<file path="config.mk">
export PLATFORM = sky130hd
export DESIGN_NAME = idx_reg_port
export DESIGN_NICKNAME = d
export VERILOG_FILES = /design/src/rtl/idxp_pkg.sv /design/src/rtl/idxp_strap.sv /design/src/rtl/idxp_decode.sv /design/src/rtl/idxp_regfile.sv /design/src/rtl/idx_reg_port.sv
export SDC_FILE = /design/constraint.sdc
export NUM_CORES = 2
export LEC_CHECK = 0
export ABC_CLOCK_PERIOD_IN_PS = 9800
export BUFFER_PORTS_ARGS = -buffer_cell sky130_fd_sc_hd__buf_4
export CAP_MARGIN = 20
export CORE_MARGIN = 2
export CORE_UTILIZATION = 65
export CTS_CLUSTER_DIAMETER = 200
export DETAILED_ROUTE_END_ITERATION = 8
export PLACE_DENSITY = 0.81
export SYNTH_ARGS = -nofsm -noshare
export SYNTH_HDL_FRONTEND = slang
export SYNTH_SLANG_ARGS = --single-unit
</file>
<file path="constraint.sdc">
create_clock -name clk_i -period 9.8 [get_ports clk_i]
set_clock_uncertainty 0.15 [all_clocks]
set_input_delay 2.45 -clock clk_i [delete_from_list [all_inputs] [get_ports clk_i]]
set_output_delay 2.45 -clock clk_i [all_outputs]
set_load 0.02 [all_outputs]
</file>
<file path="src/rtl/idxp_pkg.sv">
package idxp_pkg;
  localparam int DATA_W = 8;
  localparam int ADDR_W = 10;
  localparam int REG_W  = 6;
  localparam int SLOTS  = 2;

  typedef struct packed {
    logic             dev;
    logic             slot;
    logic [REG_W-1:0] reg_idx;
  } idx_t;
endpackage

</file>
<file path="src/rtl/idxp_strap.sv">
module idxp_strap (
  input  logic clk_i,
  input  logic rst_ni,
  input  logic mode_pin_i,
  input  logic dev_pin_i,
  output logic int_dec_o,
  output logic dev_o,
  output logic armed_o
);
  // capture once on the first edge after reset release
  always_ff @(posedge clk_i or negedge rst_ni) begin
    if (!rst_ni) begin
      int_dec_o <= 1'b0;
      dev_o     <= 1'b0;
      armed_o   <= 1'b0;
    end else if (!armed_o) begin
      int_dec_o <= mode_pin_i;
      dev_o     <= dev_pin_i;
      armed_o   <= 1'b1;
    end
  end
endmodule

</file>
<file path="src/rtl/idxp_decode.sv">
module idxp_decode import idxp_pkg::*; #(
  parameter logic [ADDR_W-1:0] BASE_ADDR = 10'h3E0
) (
  input  logic              cs_ni,
  input  logic [ADDR_W-1:0] addr_i,
  input  logic              int_dec_i,
  output logic              hit_o,
  output logic              data_sel_o
);
  logic base_match;

  assign base_match = (addr_i[ADDR_W-1:1] == BASE_ADDR[ADDR_W-1:1]);
  assign hit_o      = !cs_ni && (!int_dec_i || base_match);
  assign data_sel_o = addr_i[0];
endmodule

</file>
<file path="src/rtl/idxp_regfile.sv">
module idxp_regfile import idxp_pkg::*; #(
  parameter int NUM_REGS = 56
) (
  input  logic              clk_i,
  input  logic              rst_ni,
  input  logic              we_i,
  input  logic              slot_i,
  input  logic [REG_W-1:0]  reg_i,
  input  logic [DATA_W-1:0] wdata_i,
  output logic [DATA_W-1:0] rdata_o
);
  logic              in_range;
  logic [DATA_W-1:0] slot_rd [SLOTS];

  assign in_range = (int'(reg_i) < NUM_REGS);

  for (genvar s = 0; s < SLOTS; s++) begin : g_slot
    logic [DATA_W-1:0] mem_q [NUM_REGS];
    logic              slot_we;

    assign slot_we = we_i && in_range && (slot_i == 1'(s));

    always_ff @(posedge clk_i or negedge rst_ni) begin
      if (!rst_ni) begin
        for (int r = 0; r < NUM_REGS; r++) mem_q[r] <= '0;
      end else if (slot_we) begin
        for (int r = 0; r < NUM_REGS; r++)
          if (reg_i == REG_W'(r)) mem_q[r] <= wdata_i;
      end
    end

    always_comb begin
      slot_rd[s] = '0;
      for (int r = 0; r < NUM_REGS; r++)
        if (reg_i == REG_W'(r)) slot_rd[s] = mem_q[r];
    end
  end

  assign rdata_o = in_range ? slot_rd[slot_i] : '0;
endmodule

</file>
<file path="src/rtl/idx_reg_port.sv">
module idx_reg_port import idxp_pkg::*; #(
  parameter int                NUM_REGS  = 56,
  parameter logic [ADDR_W-1:0] BASE_ADDR = 10'h3E0
) (
  input  logic              clk_i,
  input  logic              rst_ni,
  input  logic              strap_mode_i,
  input  logic              strap_dev_i,
  input  logic              cs_ni,
  input  logic [ADDR_W-1:0] addr_i,
  input  logic              wr_i,
  input  logic              rd_i,
  input  logic [DATA_W-1:0] wdata_i,
  output logic [DATA_W-1:0] rdata_o,
  output logic              rdata_oe_o
);
  logic              int_dec_q, dev_q, armed_q;
  logic              hit, data_sel, acc, dev_ok, reg_we;
  idx_t              idx_q;
  logic [DATA_W-1:0] reg_rd;

  idxp_strap u_strap (
    .clk_i      (clk_i),
    .rst_ni     (rst_ni),
    .mode_pin_i (strap_mode_i),
    .dev_pin_i  (strap_dev_i),
    .int_dec_o  (int_dec_q),
    .dev_o      (dev_q),
    .armed_o    (armed_q)
  );

  idxp_decode #(.BASE_ADDR(BASE_ADDR)) u_dec (
    .cs_ni      (cs_ni),
    .addr_i     (addr_i),
    .int_dec_i  (int_dec_q),
    .hit_o      (hit),
    .data_sel_o (data_sel)
  );

  // no access until straps are captured
  assign acc    = hit && armed_q;
  assign dev_ok = (idx_q.dev == dev_q);
  assign reg_we = acc && wr_i && data_sel && dev_ok;

  always_ff @(posedge clk_i or negedge rst_ni) begin
    if (!rst_ni)                       idx_q <= '0;
    else if (acc && wr_i && !data_sel) idx_q <= idx_t'(wdata_i);
  end

  idxp_regfile #(.NUM_REGS(NUM_REGS)) u_rf (
    .clk_i   (clk_i),
    .rst_ni  (rst_ni),
    .we_i    (reg_we),
    .slot_i  (idx_q.slot),
    .reg_i   (idx_q.reg_idx),
    .wdata_i (wdata_i),
    .rdata_o (reg_rd)
  );

  always_comb begin
    rdata_o    = '0;
    rdata_oe_o = 1'b0;
    if (acc && rd_i) begin
      if (!data_sel) begin
        rdata_o    = idx_q;
        rdata_oe_o = 1'b1;
      end else if (dev_ok) begin
        rdata_o    = reg_rd;
        rdata_oe_o = 1'b1;
      end
    end
  end
endmodule

</file>
==> results.md <==
- Number of hold buffers added after cts: 0
- Post-synth EDFFs: 0
- Hold Slack: ~0.34 ns
- Hold Crit Class: reg -> reg
- Cell leakage power: 23.8 nW
- Syn avg cell area: about 13 µm²
- Synth top area cells: dfrtp_1, mux2_2, a22oi_1, nor2_8, nand2_1
- Reg2reg path depth: 7
- Vias in the first global route: 31500
- Grt total ovfl: 0
- CTS resizes: 0
- DRC: 0
- Layout cells sized above 1: 0.374
- Crit. End Element: output port
- Largest net degree at the start of global routing: 208
- CTS H-tree depth: 3
- Worst Setup SP: idx_q[0]
- Reg2Reg Setup Slack: between 5 and 6 ns
- DRC violation total after the first TritonRoute iteration: 5193
- Num CTS Buffers: 91
- Max_cap viols: 0
- Setup WS pre-CTS: about 2.5 ns
- Fmax: 0.123 GHz
- Area of the mapped netlist: 42600 µm²
- PortBufs: 33
- PnR worst setup slack: 1.70 ns
- Pins over their slew limit: 0
- Routed Antenna Nets: 0
- Critical Path AT: 5.50 ns
- Die height: 260 µm
- Die ar.: 67600 µm²
- Rows: 93
- Critical Path End: rdata_o[4]
- Area post-placement: 43400 µm²
- Starting density of the core: 0.660
- Distinct cells, synth: 94
- R2R Path Start: idx_q[5]
- Setup TNS: 0 ns
- Ys flop type: dfrtp_1
- WL final: 145000 µm
- Die X: 260 µm
- Crit-path max FO: 47
- CP Launch Type: flop
- Top cell type's share of synthesized area: 0.533
- Yosys warns: 0
- Wire per inst: 34.4 µm
- Seq/Total Area, Yosys: 0.533
- Worst hold path depth: 1
- Outcome: completed
- Via count: 31800
- Sink Count: between 900 and 1000
- Post-synth top area cell: dfrtp_1
- Seq cells post-synth: 907
- Final setup fails: 0
- Worst EP required: 7.20 ns
- DR vias/cell: 7.57
- Tmin final: 8.10 ns
- Fillers: 4234
- Post-synth net total: between 3000 and 4000
- Clock slew at reported path FFs: ~0.06 ns
- Final Util: 0.722
- Worst-margin pin slew: 1.17 ns
- Crit path kind: reg -> out
- First-pass GRT wire length: 214000 µm
- Slew margin rel.: 0.212
- Drt first pass iters: 7
- CTS tree: built
- Fin area: 46600 µm²
- Final HPWL DP: 94200 µm
- Cells after Synth: 3307
- Final Hold Vio Count: 0
- Antenna violations before repair: 10
- Buffers inserted by post-CTS timing repair: 0
- Core ar.: 64600 µm²
- Nets: about 3300
- Peak VDD IR: 168 µV
- Period utilisation layout: 0.827
- Clock Path Buffers: 3
- Power Density: 185 nW/µm²
- Ports: 34
- Post-synth ARST share: 1.00
- Root Buffer: clkbuf_16
- Dpl cells: approximately 4000
- Total Routing Usage GR: 0.431
- Non-filler cells, final: ~4200
- Insertion delay to the later sink of the worst-skew pair: 0.68 ns
- Final Power: approximately 8.6 mW
- RSZ-0062 raised after global routing: no
- Layout overhead on the synthesized area: 9.35%
- R2r endpoint: u_rf.g_slot[0].mem_q[370]
- RePlAce Congestion: 1.02
## area by class of cell
class / instances / area [µm²] / share of cell area
Timing Repair Buffer: 109 / 890 / 0.0191
Antenna cell: 6 / 15.0 / 0.000322
Inverter: 5 / 18.8 / 0.000403
Clock buffer: 132 / 2660 / 0.0571
Tap cell: 855 / 1070 / 0.0230
Sequential cell: 907 / 22700 / 0.487
Multi-Input combinational cell: 2152 / 18800 / 0.403
Clock inverter: 39 / 472 / 0.0101
## power by group
group | total, mW | internal [mW] | switching, mW
Clock | 3.65 | 2.09 | 1.56
Sequential | 3.89 | 3.80 | 0.0905
Combinational | 1.08 | 0.263 | 0.816
Total | 8.62 | 6.15 | 2.46
## synth_stat cells (8+ instances only)
| library cell | instances |
|---|---|
| a2111oi_0 | 19 |
| a211oi_1 | 20 |
| a21oi_1 | 63 |
| a221oi_1 | 63 |
| a222oi_1 | 19 |
| a22o_1 | 12 |
| a22oi_1 | 153 |
| a31oi_1 | 16 |
| and2_1 | 8 |
| and3_1 | 69 |
| buf_2 | 59 |
| buf_4 | 19 |
| buf_6 | 15 |
| clkbuf_1 | 144 |
| dfrtp_1 | 907 |
| mux2_1 | 33 |
| mux2_2 | 873 |
| nand2_1 | 154 |
| nand2_2 | 12 |
| nand3_1 | 76 |
| nand4_1 | 34 |
| nor2_1 | 107 |
| nor2_2 | 23 |
| nor2_8 | 40 |
| nor3_1 | 23 |
| nor4_1 | 16 |
| o211ai_1 | 12 |
| o21a_1 | 9 |
| o21ai_0 | 86 |
| o221ai_1 | 15 |
| o22ai_1 | 26 |
| o31ai_1 | 8 |
| or3_1 | 8 |
## layout by cell type, fill, tap and decap left out, types with 15 or more instances in the layout
master     instances
a2111oi_0         19
a211oi_1          20
a21oi_1           63
a221oi_1          63
a222oi_1          19
a22oi_1          153
a31oi_1           16
and3_1            69
buf_4            101
clkbuf_1          18
clkbuf_16         91
clkbuf_8          23
clkinv_2          17
dfrtp_1          905
mux2_1            33
mux2_2           873
nand2_1          154
nand3_1           76
nand4_1           34
nor2_1           106
nor2_2            23
nor2_8            40
nor3_1            22
nor4_1            16
o21ai_0           86
o221ai_1          15
o22ai_1           26
## sequential cells by signal (all words and copies together) (netlist names)
name	count
u_strap.dev_o	1
u_strap.armed_o	1
idx_q	8
u_strap.int_dec_o	1
u_rf.g_slot.mem_q	896
## worst min path at each step
| stage | startpoint | end | slack, ns |
|---|---|---|---|
| detailed placement | u_rf.g_slot[0].mem_q[51] | u_rf.g_slot[0].mem_q[51] | 0.33 |
| global route | u_rf.g_slot[0].mem_q[57] | u_rf.g_slot[0].mem_q[57] | 0.35 |
| CTS | u_rf.g_slot[0].mem_q[51] | u_rf.g_slot[0].mem_q[51] | 0.34 |
| finish | u_rf.g_slot[0].mem_q[54] | u_rf.g_slot[0].mem_q[54] | 0.34 |
| global placement | u_rf.g_slot[0].mem_q[287] | u_rf.g_slot[0].mem_q[287] | 0.31 |
| floorplan | u_rf.g_slot[0].mem_q[284] | u_rf.g_slot[0].mem_q[284] | 0.30 |
## logic make-up (layout without fill, tap and decap cells)
kind of cell,after synthesis,in the layout,share of synthesized area
compound gates,595,595,0.102
xor+xnor,1,1,0.000206
buf+inv,248,285,0.0280
flops,907,907,0.533
mux,914,914,0.242
other cells,1,7,0.0000880
simple gates,641,641,0.0960
## worst max-delay path, cell delays in order, from the launching register on
cell and delay [ns]:
dfrtp_2 0.73, or4_1 0.89, nor2_2 0.83, a221o_1 0.33, o221ai_1 0.45, or4_1 0.62, a31oi_1 0.27, o21ai_1 0.15
a21oi_1 0.32, buf_4 0.21
## layer usage
layer  share of wire  wire length, µm  GRT usage  vias up
met5         0.00015               22          0        -
met4           0.059             8580      0.214        4
met3            0.14            20100      0.160      582
met2            0.43            62000      0.614     2504
met1            0.37            54000      0.584    16300
li1                -                -          -    12400
Note: power is estimated with default switching activity, not from simulation.
